File: src/rtl/pwrseq_pkg.sv
package pwrseq_pkg;
  localparam int NWAKE = 5;
  localparam int NSRC  = NWAKE + 1;

  typedef enum logic [2:0] {
    ST_BOOT, ST_S0, ST_S1, ST_S3, ST_S4, ST_S5, ST_ARM
  } pst_e;

  localparam logic [1:0] RM_OFF = 2'd0;
  localparam logic [1:0] RM_ON  = 2'd1;
  localparam logic [1:0] RM_ARM = 2'd2;

  function automatic logic is_asleep(pst_e s);
    return (s == ST_S1) || (s == ST_S3) || (s == ST_S4) || (s == ST_S5);
  endfunction
endpackage

File: src/rtl/pwrseq_sync.sv
module pwrseq_sync #(
  parameter int          W    = 1,
  parameter logic [W-1:0] RVAL = '0
) (
  input  logic         clk,
  input  logic         rst_n,
  input  logic [W-1:0] d,
  output logic [W-1:0] q
);
  logic [W-1:0] meta;
  always_ff @(posedge clk or negedge rst_n) begin
    if (!rst_n) begin
      meta <= RVAL;
      q    <= RVAL;
    end else begin
      meta <= d;
      q    <= meta;
    end
  end
endmodule

File: src/rtl/pwrseq_button.sv
module pwrseq_button #(
  parameter int TICK_DIV = 50000,
  parameter int DEB_MS   = 16,
  parameter int OVR_MS   = 4000
) (
  input  logic clk,
  input  logic rst_n,
  input  logic pressed,
  output logic press_p,
  output logic rel_p,
  output logic ovr_p
);
  localparam int TW = $clog2(TICK_DIV + 1);
  localparam int DW = $clog2(DEB_MS + 1);
  localparam int HW = $clog2(OVR_MS + 1);

  logic [TW-1:0] tick_q, tick_d;
  logic [DW-1:0] deb_q, deb_d;
  logic [HW-1:0] hold_q, hold_d;
  logic          stable_q, stable_d;
  logic          tick;

  always_comb begin
    tick   = (tick_q == TW'(TICK_DIV - 1));
    tick_d = tick ? '0 : tick_q + 1'b1;
    deb_d    = deb_q;
    stable_d = stable_q;
    if (pressed == stable_q) begin
      deb_d = '0;
    end else if (tick) begin
      if (deb_q == DW'(DEB_MS - 1)) begin
        stable_d = pressed;
        deb_d    = '0;
      end else begin
        deb_d = deb_q + 1'b1;
      end
    end
    hold_d = hold_q;
    if (!stable_q)                             hold_d = '0;
    else if (tick && hold_q != HW'(OVR_MS))    hold_d = hold_q + 1'b1;
    press_p = !stable_q && stable_d;
    rel_p   = stable_q && !stable_d;
    ovr_p   = stable_q && tick && (hold_q == HW'(OVR_MS - 1));
  end

  always_ff @(posedge clk or negedge rst_n) begin
    if (!rst_n) begin
      tick_q   <= '0;
      deb_q    <= '0;
      hold_q   <= '0;
      stable_q <= 1'b0;
    end else begin
      tick_q   <= tick_d;
      deb_q    <= deb_d;
      hold_q   <= hold_d;
      stable_q <= stable_d;
    end
  end
endmodule

File: src/rtl/pwrseq_fsm.sv
module pwrseq_fsm
  import pwrseq_pkg::*;
#(
  parameter int ARM_W = 16
) (
  input  logic             clk,
  input  logic             rst_n,
  input  logic [1:0]       restore_mode,
  input  logic [ARM_W-1:0] arm_len,
  input  logic             reg_wr,
  input  logic             sleep_go,
  input  logic [2:0]       sleep_kind,
  input  logic             stat_clr_wr,
  input  logic [NSRC-1:0]  stat_clr_mask,
  input  logic [NSRC-1:0]  wake_en,
  input  logic [NWAKE-1:0] wake_sync,
  input  logic             btn_press,
  input  logic             btn_rel,
  input  logic             btn_ovr,
  output pst_e             state_q,
  output logic             pwr_en_q,
  output logic [NSRC-1:0]  wake_stat
);
  pst_e             state_d;
  logic [ARM_W-1:0] arm_q, arm_d;
  logic             own_q, own_d;
  logic [NSRC-1:0]  hit, stat_set, stat_d;

  always_comb begin
    hit      = {btn_press & wake_en[NSRC-1], wake_sync & wake_en[NWAKE-1:0]};
    state_d  = state_q;
    arm_d    = arm_q;
    stat_set = '0;
    unique case (state_q)
      ST_BOOT: begin
        if (restore_mode == RM_ON) state_d = ST_S0;
        else if (restore_mode == RM_ARM) begin
          state_d = ST_ARM;
          arm_d   = arm_len;
        end else state_d = ST_S5;
      end
      ST_S0: begin
        if (btn_ovr)                  state_d = ST_S5;
        else if (btn_rel && own_q)    state_d = ST_S5;
        else if (reg_wr && sleep_go) begin
          unique case (sleep_kind)
            3'd1:    state_d = ST_S1;
            3'd3:    state_d = ST_S3;
            3'd4:    state_d = ST_S4;
            3'd5:    state_d = ST_S5;
            default: state_d = ST_S0;
          endcase
        end
      end
      ST_ARM: begin
        if (btn_ovr || arm_q == '0) state_d = ST_S5;
        else                        arm_d   = arm_q - 1'b1;
      end
      default: begin
        if (btn_ovr) state_d = ST_S5;
        else if (|hit) begin
          state_d  = ST_S0;
          stat_set = hit;
        end
      end
    endcase
    own_d  = (state_q == ST_S0) && (state_d == ST_S0) && (own_q || btn_press) && !btn_rel;
    stat_d = (wake_stat & ~(stat_clr_wr ? stat_clr_mask : '0)) | stat_set;
  end

  always_ff @(posedge clk or negedge rst_n) begin
    if (!rst_n) begin
      state_q   <= ST_BOOT;
      arm_q     <= '0;
      own_q     <= 1'b0;
      pwr_en_q  <= 1'b0;
      wake_stat <= '0;
    end else begin
      state_q   <= state_d;
      arm_q     <= arm_d;
      own_q     <= own_d;
      pwr_en_q  <= 1'b1;
      wake_stat <= stat_d;
    end
  end
endmodule

File: src/rtl/pwr_state_ctrl.sv
module pwr_state_ctrl
  import pwrseq_pkg::*;
#(
  parameter int TICK_DIV = 50000,
  parameter int DEB_MS   = 16,
  parameter int OVR_MS   = 4000,
  parameter int ARM_W    = 16
) (
  input  logic             clk,
  input  logic             rst_n,
  input  logic             reg_wr,
  input  logic             sleep_go,
  input  logic [2:0]       sleep_kind,
  input  logic             stat_clr_wr,
  input  logic [5:0]       stat_clr_mask,
  input  logic [5:0]       wake_en,
  input  logic [4:0]       wake_req,
  input  logic             pbtn_n,
  input  logic [1:0]       restore_mode,
  input  logic [ARM_W-1:0] arm_len,
  output logic             stop_clk_n,
  output logic             sleep_mem_n,
  output logic             sleep_off_n,
  output logic             main_on_n,
  output logic [2:0]       sleep_state,
  output logic [5:0]       wake_stat
);
  logic [1:0]       rs_q;
  logic             rs_n;
  logic [NWAKE-1:0] wake_sync;
  logic             pb_sync;
  logic             btn_press, btn_rel, btn_ovr;
  pst_e             state_q;
  logic             pwr_en_q;

  always_ff @(posedge clk or negedge rst_n) begin
    if (!rst_n) rs_q <= 2'b00;
    else        rs_q <= {rs_q[0], 1'b1};
  end
  assign rs_n = rs_q[1];

  pwrseq_sync #(.W(NWAKE), .RVAL('0)) u_wsync (
    .clk(clk), .rst_n(rs_n), .d(wake_req), .q(wake_sync));

  pwrseq_sync #(.W(1), .RVAL(1'b1)) u_psync (
    .clk(clk), .rst_n(rs_n), .d(pbtn_n), .q(pb_sync));

  pwrseq_button #(.TICK_DIV(TICK_DIV), .DEB_MS(DEB_MS), .OVR_MS(OVR_MS)) u_btn (
    .clk(clk), .rst_n(rs_n), .pressed(!pb_sync),
    .press_p(btn_press), .rel_p(btn_rel), .ovr_p(btn_ovr));

  pwrseq_fsm #(.ARM_W(ARM_W)) u_fsm (
    .clk(clk), .rst_n(rs_n), .restore_mode(restore_mode), .arm_len(arm_len),
    .reg_wr(reg_wr), .sleep_go(sleep_go), .sleep_kind(sleep_kind),
    .stat_clr_wr(stat_clr_wr), .stat_clr_mask(stat_clr_mask),
    .wake_en(wake_en), .wake_sync(wake_sync),
    .btn_press(btn_press), .btn_rel(btn_rel), .btn_ovr(btn_ovr),
    .state_q(state_q), .pwr_en_q(pwr_en_q), .wake_stat(wake_stat));

  always_comb begin
    stop_clk_n  = (state_q == ST_S0) || (state_q == ST_ARM);
    sleep_mem_n = stop_clk_n || (state_q == ST_S1);
    sleep_off_n = sleep_mem_n || (state_q == ST_S3);
    main_on_n   = !(sleep_mem_n && pwr_en_q);
    unique case (state_q)
      ST_S1:   sleep_state = 3'd1;
      ST_S3:   sleep_state = 3'd3;
      ST_S4:   sleep_state = 3'd4;
      ST_S0, ST_ARM: sleep_state = 3'd0;
      default: sleep_state = 3'd5;
    endcase
  end
endmodule

File: config.mk
export PLATFORM = sky130hd
export DESIGN_NAME = pwr_state_ctrl
export DESIGN_NICKNAME = d
export VERILOG_FILES = /design/src/rtl/pwrseq_pkg.sv /design/src/rtl/pwrseq_sync.sv /design/src/rtl/pwrseq_button.sv /design/src/rtl/pwrseq_fsm.sv /design/src/rtl/pwr_state_ctrl.sv
export SDC_FILE = /design/constraint.sdc
export NUM_CORES = 1
export LEC_CHECK = 0
export BUFFER_PORTS_ARGS = -buffer_cell sky130_fd_sc_hd__buf_2
export CAP_MARGIN = 30
export CELL_PAD_IN_SITES_DETAIL_PLACEMENT = 0
export CELL_PAD_IN_SITES_GLOBAL_PLACEMENT = 1
export CORE_MARGIN = 2
export CORE_UTILIZATION = 44
export DETAILED_ROUTE_END_ITERATION = 8
export GPL_TIMING_DRIVEN = 0
export HOLD_SLACK_MARGIN = 0.08
export PLACE_DENSITY_LB_ADDON = 0.1
export SLEW_MARGIN = 25
export SYNTH_ARGS = -nofsm -noshare
export SYNTH_HDL_FRONTEND = slang
export SYNTH_SLANG_ARGS = --single-unit
File: constraint.sdc
create_clock -name clk -period 2.4 [get_ports clk]
set_input_delay 0.36 -clock clk [delete_from_list [all_inputs] [get_ports clk]]
set_output_delay 0.36 -clock clk [all_outputs]
set_load 0.02 [all_outputs]
==> After elaboration in Yosys (flattened, before gate mapping) <==
Index checks and enable logic that the tools add are counted.
{ "word_totals": {"word_cells": 101, "input_bits": 44, "regBits": 75, "output_inout_bits": 13} }
{ "op_classes": {"n_mux": 28, "addsub": 4, "bitwise": 5, "n_reduce_logical": 29, "n_eq_ne": 21} }
{ "op_table": {"columns": ["cell", "count"], "rows": [
  ["two-way mux 16 bit", 4],
  ["one-hot mux 16 bit (2 select lines)", 1],
  ["two-way mux 12 bit", 2],
  ["two-way mux 6 bit", 4],
  ["one-hot mux 3 bit (4 select lines)", 2],
  ["two-way mux 3 bit", 7],
  ["adder 16 x 1 -> 16 bit, second input constant", 1],
  ["== test 16 bit, second input constant", 1],
  ["zero test 16 bit", 1],
  ["subtractor 16 x 1 -> 16 bit, second input constant", 1],
  ["two-way mux 5 bit", 3],
  ["adder 12 x 1 -> 12 bit, second input constant", 1],
  ["== test 12 bit, second input constant", 1],
  ["== test 3 bit, second input constant", 4],
  ["inequality test 12 bit, second input constant", 1],
  ["logical AND 1 bit", 11],
  ["== test 3 x 1 -> 1 bit, second input constant", 3],
  ["== test 3 x 2 -> 1 bit, second input constant", 3],
  ["one-hot mux 3 bit (3 select lines)", 1],
  ["bitwise AND 6 bit", 1],
  ["inequality test 2 bit, second input constant", 3],
  ["inverter 6 bit", 1],
  ["OR 6 bit", 1],
  ["OR reduction 6 bit", 1],
  ["other kinds (17)", 28]
]} }

==> Logic depth before layout (Yosys ltp) <==
Gate-level depths: netlist of the first run.
{ "depth": {"word_depth": 14, "depth_mapped": 10} }

==> Modules after synthesis <==
Synthesis of the first run repeated with hierarchy kept, for this count alone.
{ "unflattened": {"hier_cells": 385, "area_unflattened_um2": 3831.2} }
{ "modules_own_cells": {"columns": ["mod", "instances", "cells_each", "area_each_um2"], "rows": [
  ["pwrseq_button", 1, 180, 1801.7],
  ["pwrseq_fsm", 1, 178, 1586.5],
  ["pwrseq_sync at u_wsync", 1, 10, 250.2],
  ["pwr_state_ctrl", 1, 15, 140.1],
  ["pwrseq_sync at u_psync", 1, 2, 52.6]
]} }

==> Worst setup path before layout of the first run <==
OpenSTA, ideal clock, no wires.
{ "synth_path": {"path_kind": "flip-flop to flip-flop", "startpoint": "reg u_fsm.arm_q[0]", "endpoint": "reg u_fsm.arm_q[11]", "path_stages_with_launch": 11, "path_slack_ps": -50, "arrival_time_ps": 2316, "required_time_ps": 2266, "cell_sequence": "dfrtp_1 -> inv_1 -> ha_1 -> or4b_1 -> clkbuf_1 -> or3_1 -> o22ai_4 -> o21a_1 -> buf_6 -> buf_8 -> o221ai_2"} }
{ "synth_via": {"elab_chain_len": 4, "word_cells_on_any_way": 7} }
{ "synth_lines": {"columns": ["item", "line", "rtl"], "rows": [
  ["start: declaration", "pwrseq_fsm.sv:25", "logic [ARM_W-1:0] arm_q, arm_d;"],
  ["start signal: assignment", "pwrseq_fsm.sv:80", "arm_q <= arm_d;"],
  ["parallel branches: the longest is 4 deep, another holds subtractor 16 x 1 -> 16 bit", null, null]
]} }
Parallel ways; which one is timed is not known. The select of a mux whose other input is x is not followed.
A chain may end at the register's enable or synchronous reset.

==> Worst setup path after layout of the first run <==
{ "layout_path": {"startpoint": "reg u_btn.tick_q[4]", "endpoint": "reg u_fsm.arm_q[11]"} }
{ "layout_via": {"elab_chain_len": 6} }
{ "layout_lines": {"columns": ["item", "line", "rtl"], "rows": [
  ["start: declaration", "pwrseq_button.sv:17", "logic [TW-1:0] tick_q, tick_d;"],
  ["start signal: assignment", "pwrseq_button.sv:53", "tick_q <= tick_d;"],
  ["== test 16 bit", "pwrseq_button.sv:24", "tick = (tick_q == TW'(TICK_DIV - 1));"],
  ["logical AND 1 bit (2 in a row)", "pwrseq_button.sv:43", "ovr_p = stable_q && tick && (hold_q == HW'(OVR_MS - 1));"],
  ["logical OR 1 bit", "pwrseq_fsm.sv:56", "if (btn_ovr || arm_q == '0) state_d = ST_S5;"],
  ["inequality test 2 bit (no line)", null, null],
  ["AND reduction 4 bit (no line)", null, null]
]} }
Every way passes these cells.

==> results of run 1 <==
[report_power, final]
part / internal [W] / switching (W) / total (W) / leakage [nW]
clock: 0.000593 / 0.000512 / 0.00110 / 0.114
sequential: 0.00143 / 0.000167 / 0.00160 / 0.927
combinational: 0.000488 / 0.000660 / 0.00115 / 1.16
[critical path, cell delays in order (launching register included)]
cell	delay, ns
dfrtp_1	0.42
or4_4	0.57
or4_4	0.48
o22ai_4	0.23
o21a_1	0.18
buf_6	0.14
buf_12	0.10
buf_12	0.11
o221ai_2	0.08
[layout make-up]
cell class	instances	area, µm²
buffer	17	103
clock buffer	9	124
clock inverter	7	100
fill	798	3820
inverter	22	82.6
multi-input combinational	300	2010
sequential	75	1880
tap	108	135
timing repair buffer	80	509
[per-layer routing]
metal	part of all wire [%]	global-route usage (%)
met1	45	28.1
met4	1.7	8.85
met5	0	0
met2	49	36.1
met3	4.8	3.65
[what timing repair did]
item | CTS | global route
buffers inserted | 16 | 4
pin swaps | 7 | 6
hold buffers | 1 | 0
hold endpoints to repair | 2 | 0
resized for setup | 16 | 5
cloned | 1 | 0
endpoints found under the setup margin | 38 | 29
[cells in the final DEF (no fill, tap or decap), drive strengths merged, types with 4 or more instances in the layout]
master and instances:
a31oi 5, nor2 44, a32o 5, inv 23, nand4 9, xnor2 6
nand2 36, a21oi 26, nor3 7, and3 10, buf 82, nand2b 4
clkinv 4, nand3b 6, a22oi 7, or3 4, or4 7, ha 5
o21ai 20, and4 4, nor4 7, xor2 18, dfrtp 73, o221ai 10
nand3 13, mux2i 4, o211ai 6, clkbuf 23
[through the flow]
step | hold WS, ns | std cells | cell area (µm²) | util, % | total power (W)
after global routing | 0.0853 | 618 | 4940 | 56.4 | 0.00409
final | 0.105 | 618 | 4940 | 56.4 | 0.00385
after floorplan | 0.0644 | 417 | 4020 | - | 0.00232
after global placement | 0.147 | 581 | 4430 | 50.6 | 0.00264
after CTS | 0.0866 | 615 | 4900 | 56.0 | 0.00387
after detailed placement | 0.147 | 582 | 4460 | 50.9 | 0.00266
[worst paths after layout]
path | startpoint | endpoint | slack (ns)
max | u_btn.tick_q[4] | u_fsm.arm_q[11] | -0.04
min | wake_req[1] | u_wsync.meta[1] | 0.11
max reg2reg | u_btn.tick_q[4] | u_fsm.arm_q[11] | -0.04
min reg2reg | rs_q[1] | u_fsm.wake_stat[1] | 0.30
max in group asynchronous | rs_q[1] | u_btn.hold_q[6] | 1.50
min in group asynchronous | rs_q[1] | u_fsm.wake_stat[1] | 0.30
[cell families after synthesis]
group	count (synthesis)	synth area share [%]
and+or+nand+nor	167	22.4
AOI/OAI and AO/OA	98	18.2
DFF	75	46.9
adders and majority gates	5	1.56
other	1	0.0936
xor gates and xnor gates	24	5.25
muxes	4	0.999
buffers and inverters	42	4.56
[state kept, by name, summed over array words and instances (netlist names)]
signal           count
u_btn.hold_q        12
u_wsync.meta         5
u_fsm.own_q          1
u_psync.q            1
u_fsm.pwr_en_q       1
u_psync.meta         1
u_btn.tick_q        16
u_btn.stable_q       1
u_btn.deb_q          5
rs_q                 2
u_fsm.arm_q         16
u_wsync.q            5
u_fsm.wake_stat      6
u_fsm.state_q        3
==> results_dict.tcl, run 1 <==
set metrics [dict create \
    status "finished with violations" \
    violations "setup timing" \
    drt-initial-drc-count 129 \
    arrival_ns 2.67 \
    syn2layout_area_growth_pct 23.4 \
    clock_latency_ns 0.35 \
    hold_viol 0 \
    rr_worst_depth 8 \
    root_buffer "clkbuf_8" \
    wirelength_mm 10.0 \
    worst_slack_ns -0.0393 \
    synth_edf_count 0 \
    n_antenna_cell 0 \
    rows 34 \
    setup_viol 8 \
    timing.fmax_ghz 0.410 \
    dp_hpwl_mm 6.82 \
    grt_usage_pct 21.7 \
    clk_path_buf_depth 2 \
    startpoint_type "flop" \
    routabilityCongestion 0.787 \
    power_leakage_nw 2.20 \
    worstSetupEndpointType "flop" \
    rsz0062_at_grt "true" \
    ant_nets 0 \
    synthArstFlopShare_pct 100 \
    vdd_drop_max_v 0.000352 \
    synthTopCellsByCount "dfrtp_1 (73), nor2_1 (44), nand2_1 (36), a21oi_1 (26), inv_1 (22)" \
    min_period_ns 2.44 \
    cts_num_sinks 75 \
    ys_types 59 \
    setup-tns-final_ns -0.173 \
    yosys-top-cells-area "dfrtp_1 (46%), nor2_1 (4.1%), xor2_1 (3.9%), nand2_1 (3.4%), a21oi_1 (3.2%)" \
    numCtsBuffers 9 \
    synthCells 416 \
    ios 57 \
    synth_flop_cell "dfrtp_1" \
    die_h_um 99.4 \
    first_pass_iters 5 \
    syn_area_per_cell_um2 9.63 \
    die_area_um2 9880 \
    dp_slack_ns -0.228 \
    drv_slew 0 \
    drive_gt1_share_pct 26.5 \
    grt_first_pass_wirelength_mm 17.0 \
    yosysTopAreaCellShare_pct 45.6 \
    worst_pin_slew_ns 0.650 \
    coreArea_um2 8760 \
    maxCapViolations 0 \
    yosys.area.top_type "dfrtp_1" \
    die_w_um 99.4 \
    path_max_fanout 5 \
    clk_transition_reported_paths_ns 0.09 \
    antenna_found_initial 0 \
    wl_per_cell_um 16.2 \
    min_path_type "primary input to flop" \
    grt_pass1_vias 3474 \
    worstSetupPathType "flop to flop" \
    yosys_warnings 0 \
    viasPerCell 5.66 \
    clock_skew_ns 0.0107 \
    port_buffers 56 \
    tritoncts "built" \
    powerDensity_nw_per_um2 778 \
    grt_max_degree 39 \
    slew_headroom_pct 56.5 \
    synth.yosys.seq_area_share_pct 46.9 \
    yosysMostFrequentCell "dfrtp_1" \
    via_count 3495 \
    start_util_pct 45.7 \
    cts_max_level 3 \
    finalNetCount 554 \
    yosys_register_bits 75 \
    syn_area_um2 4010 \
    post-route-period-util_pct 102 \
    gr-total-overflow 0 \
    hold_path_depth 1 \
    critPathRequiredTime_ns 2.63 \
    drc_errors 0 \
]
(Power assumes the default switching activity.)
==> run 2, diff against run 1 <==
Settings changed: TNS_END_PERCENT set to 30.
==> run 2 against run 1 <==
  * Worst setup slack better by 0.00051 ns
  * First-iteration DRC count decreased by 5.4%
  * Worst hold slack worse by 0.00061 ns
  * Clock skew is essentially flat
  * Cell area is essentially flat
  * The run still ends with setup timing left
  * Clock-buffer cell count stayed put
  * Largest power group unchanged
  * Highest routed layer unchanged
  * Cell count up 0.16%
  * Core utilization is essentially flat
  * Sequential cell count is the same
  * Fmax about the same
  * Register-to-register slack about the same
==> results_dict.tcl, run 2 (synthesis gave the netlist of run 1 again) <==
set metrics [dict create \
    finalNetCount 555 \
    critPathRequiredTime_ns 2.63 \
    root_buffer "clkbuf_8" \
    drt-initial-drc-count 122 \
    hold_viol 0 \
    drive_gt1_share_pct 26.4 \
    max_stage_delay_ns 0.57 \
    slew_headroom_pct 56.7 \
    status "finished with violations" \
    grt_usage_pct 21.7 \
    die_area_um2 9880 \
    cp-startpoint "u_btn.tick_q[4]" \
    power_leakage_nw 2.20 \
    powerDensity_nw_per_um2 780 \
    timing.fmax_ghz 0.410 \
    die_w_um 99.4 \
    start_util_pct 45.7 \
    violations "setup timing" \
    arrival_ns 2.67 \
    coreArea_um2 8760 \
    grt_max_degree 39 \
    clk_transition_reported_paths_ns 0.09 \
    finalInstanceArea_um2 4950 \
    die_h_um 99.4 \
    path_max_fanout 5 \
    clock_latency_ns 0.35 \
    ant_nets 0 \
    placed_cell_area_um2 4460 \
    numCtsBuffers 9 \
    post-route-period-util_pct 102 \
    viasPerCell 5.67 \
    startpoint_type "flop" \
    rows 34 \
    wl_per_cell_um 16.2 \
    rsz0062_at_grt "true" \
    gr-total-overflow 0 \
    drv_slew 0 \
    setup_viol 7 \
    grt_first_pass_wirelength_mm 17.0 \
    hold_path.startpoint "wake_req[1]" \
    n_antenna_cell 0 \
    clock_skew_ns 0.0104 \
    critPathTopFamily "simple AND/OR/NAND/NOR gates" \
    utilization_pct 56.5 \
    first_pass_iters 5 \
    cts_max_level 3 \
    cts_num_sinks 75 \
    reg_top3 "u_btn.tick_q x16, u_fsm.arm_q x16, u_btn.hold_q x12" \
    tritoncts "built" \
    routabilityCongestion 0.787 \
    dp_hpwl_mm 6.82 \
    cp_cell_sequence "or4_4 > or4_4 > o22ai_4 > o21a_1 > buf_6 > buf_12 > buf_12 > o221ai_2" \
    worstSetupEndpointType "flop" \
    antenna_found_initial 0 \
    worstReg2RegStart "u_btn.tick_q[4]" \
    mostFrequentLayoutCells "dfrtp_1 (71), buf_2 (56), nor2_1 (44)" \
    maxCapViolations 0 \
    via_count 3509 \
    min_path_type "primary input to flop" \
    worst_pin_slew_ns 0.647 \
    port_buffers 56 \
    path_buf_inv 3 \
    clk_path_buf_depth 2 \
    min_period_ns 2.44 \
    final_common_cell "dfrtp_1" \
    syn2layout_area_growth_pct 23.5 \
    worst_slack_ns -0.0388 \
    slowest_stage "or4_4" \
    ios 57 \
    worstSetupPathType "flop to flop" \
    wirelength_mm 10.0 \
    dp_slack_ns -0.228 \
    grt_pass1_vias 3474 \
    vdd_drop_max_v 0.000352 \
    drc_errors 0 \
]
[run 2: repair_timing]
action / in CTS / in global routing
endpoints found under the hold margin: 2 / 0
resized for setup: 15 / 6
gates cloned: 1 / 0
pin swaps: 7 / 6
hold buffers: 1 / 0
setup endpoints to repair: 38 / 30
buffers inserted: 16 / 4
[run 2: path summary, 6_finish.rpt]
kind / to / slack (ns) / depth (start not counted)
min in group asynchronous: u_fsm.wake_stat[1] / 0.30 / 0
worst min-delay path: u_wsync.meta[1] / 0.10 / 1
worst max register to register: u_fsm.arm_q[11] / -0.04 / 8
worst max-delay path: u_fsm.arm_q[11] / -0.04 / 8
max in group asynchronous: u_btn.hold_q[6] / 1.51 / 1
worst min register to register: u_fsm.wake_stat[1] / 0.30 / 0
[run 2: final cells by class]
cell class,instances,area (µm²)
Clock inverter,7,100
Buffer,18,106
Timing Repair Buffer,80,509
Tap cell,108,135
Fill cell,798,3810
Clock buffer,9,124
Multi-Input combinational cell,300,2010
Sequential cell,75,1880
Inverter,22,82.6
[run 2: per-layer routing]
metal	vias up	GRT usage [%]	routed length (µm)
li1	1700	-	-
met1	1710	28.1	4500
met2	85	36.1	4890
met3	14	3.65	456
met4	0	8.85	172
met5	-	0	0
[run 2: power by group]
| group | total, W | switching [W] | internal, W |
|---|---|---|---|
| Combinational | 0.00117 | 0.000678 | 0.000491 |
| Clock | 0.00111 | 0.000516 | 0.000593 |
| Sequential | 0.00158 | 0.000152 | 0.00143 |
| Total | 0.00386 | 0.00135 | 0.00251 |
[run 2: metrics by stage]
stage	total power (W)	setup TNS [ns]	cells	hold slack [ns]
CTS	0.00387	-0.417	615	0.0866
global placement	0.00264	-65.89	581	0.147
finish	0.00386	-0.162	619	0.105
floorplan	0.00232	0	417	0.0644
detailed placement	0.00266	-4.44	582	0.147
global route	0.00409	-1.34	619	0.0853
[run 2: worst reg2reg max path, cell delays in order, from the launching register on]
cell and delay (ns):
dfrtp_1 0.42, or4_4 0.57, or4_4 0.48, o22ai_4 0.23, o21a_1 0.18, buf_6 0.14
buf_12 0.10, buf_12 0.11, o221ai_2 0.09
==> run 3, diff against run 2 <==
Clock period 2.4 ns to 2.3 ns, I/O delays scaled along.
==> run 3 against run 2 <==
  * The run still ends with setup timing left
  * Routed wire length is 3.0% higher
  * Die area is the same
  * Critical path depth unchanged
  * First-iteration DRC count increased by 20%
  * Sequential power up 4%
  * Sequential cell count stayed put
  * Sequential share of layout area down 0.59 points
  * Cell area up 1.6%
  * Fmax fell by 0.40%
  * Combinational power is 7% higher
  * Critical endpoint is now u_fsm.arm_q[8]
  * Largest cell class unchanged
==> results_dict.tcl, run 3 (synthesis gave the netlist of run 1 again) <==
set metrics [dict create \
    grt_first_pass_wirelength_mm 16.9 \
    numCtsBuffers 9 \
    final_common_cell "dfrtp_1" \
    post-route-period-util_pct 106 \
    max_stage_delay_ns 0.57 \
    ant_nets 0 \
    cts_num_sinks 75 \
    die_area_um2 9880 \
    arrival_ns 2.69 \
    clk_path_buf_depth 2 \
    finalInstanceArea_um2 5030 \
    setup-tns-final_ns -1.55 \
    critPathRequiredTime_ns 2.54 \
    root_buffer "clkbuf_8" \
    clock_skew_ns 0.0109 \
    mostFrequentLayoutCells "dfrtp_1 (71), buf_2 (58), nor2_1 (44)" \
    path_max_fanout 5 \
    first_pass_iters 4 \
    placed_cell_area_um2 4480 \
    grt_usage_pct 21.4 \
    power_w 0.00397 \
    hold_viol 0 \
    timing.fmax_ghz 0.408 \
    reg2reg_slack_ns -0.15 \
    status "finished with violations" \
    maxCapViolations 0 \
    dp_hpwl_mm 6.91 \
    drc_errors 0 \
    start_util_pct 45.7 \
    gr-total-overflow 0 \
    via_count 3520 \
    cp_cell_sequence "or4_4 > or4_4 > o22ai_4 > o21a_1 > buf_6 > buf_12 > buf_12 > o221ai_2" \
    drt-initial-drc-count 146 \
    die_w_um 99.4 \
    worstSetupEndpointType "flop" \
    min_path_type "primary input to flop" \
    syn2layout_area_growth_pct 25.5 \
    worst_pin_slew_ns 0.718 \
    r2r-end "u_fsm.arm_q[8]" \
    worstSetupPathType "flop to flop" \
    worstReg2RegStart "u_btn.tick_q[13]" \
    tritoncts "built" \
    reg_top3 "u_btn.tick_q x16, u_fsm.arm_q x16, u_btn.hold_q x12" \
    drive_gt1_share_pct 26.8 \
    rr_worst_depth 8 \
    rows 34 \
    fillerInstances 811 \
    setup_viol 18 \
    drv_slew 0 \
    coreArea_um2 8760 \
    violations "setup timing" \
    fin_cells 622 \
    die_h_um 99.4 \
    ios 57 \
    powerDensity_nw_per_um2 790 \
    slowest_stage "or4_4" \
    grt_pass1_vias 3460 \
    clock_latency_ns 0.36 \
    hold_path_depth 1 \
    min_period_ns 2.45 \
    startpoint_type "flop" \
    vdd_drop_max_v 0.000362 \
    wl_per_cell_um 16.6 \
    clk_transition_reported_paths_ns 0.09 \
    dp.cells 582 \
    min_to "u_wsync.meta[1]" \
    hold_path.startpoint "wake_req[1]" \
    grt_max_degree 50 \
    worst_slack_ns -0.149 \
    routabilityCongestion 0.832 \
    cts_max_level 3 \
    rsz0062_at_grt "true" \
    power_leakage_nw 2.24 \
    n_antenna_cell 0 \
    wirelength_mm 10.3 \
    viasPerCell 5.66 \
    port_buffers 56 \
    antenna_found_initial 0 \
    dp_slack_ns -0.321 \
    finalNetCount 558 \
    slew_headroom_pct 51.9 \
]
## run 3: changes by cell type in the layout (fill, tap and decap cells not counted), moves of 2 or more
cell / change
buf_2: +2
dlygate4sd3_1: +4
clkbuf_4: -2
buf_6: +5
buf_4: -4
## run 3: timing repair
item                       in CTS  in global routing
buffers inserted               15                  5
pin swaps                       2                 13
resized for setup              23                 12
hold buffers                    2                  3
gates cloned                    2                  1
setup endpoints to repair      48                 37
hold endpoints to repair        3                  3
## run 3: worst max path at each step
stage,startpoint,end,depth (start not counted)
after floorplan,u_fsm.arm_q[0],u_fsm.arm_q[7],10
after global placement,rs_q[1],u_btn.hold_q[7],0
after detailed placement,u_btn.tick_q[0],u_fsm.arm_q[7],9
after CTS,u_fsm.arm_q[0],u_fsm.arm_q[14],11
after global routing,u_btn.tick_q[13],u_fsm.arm_q[6],8
final,u_btn.tick_q[13],u_fsm.arm_q[8],8
## run 3: cell type report
cell class	count	area [µm²]	area share (%)
multi-input cells	300	2040	40.6
flip-flops and latches	75	1880	37.5
repair buffers	83	561	11.2
clock buffers	10	138	2.74
well taps	108	135	2.69
plain buffers	18	115	2.29
inverters	22	82.6	1.64
clock inverters	6	72.6	1.44
## run 3: critical path, delay by kind of cell (launching register included)
kind                   cells  cell delay (ns)
AO/OA/AOI/OAI              3             0.44
buffers and inverters      3             0.35
AND/OR/NAND/NOR            2             1.12
flip-flops                 1             0.41
## run 3: power breakdown
part	leakage [nW]	switching, W	internal, W	total (W)
Combinational	1.21	0.000725	0.000521	0.00125
Sequential	0.928	0.000160	0.00149	0.00165
Clock	0.103	0.000536	0.000540	0.00108
## run 3: metrics by stage
stage	hold slack [ns]	utilization (%)
global route	0.0808	57.4
CTS	0.0802	56.4
finish	0.0987	57.4
floorplan	0.0494	-
global placement	0.132	50.7
detailed placement	0.133	51.1
## run 3: metal layers
layer	share of wire, %	vias to the layer above	track usage [%]
li1	-	1698	-
met1	46	1732	28.9
met2	48	78	34.8
met3	4.4	12	3.58
met4	1.5	0	7.48
met5	0	-	0
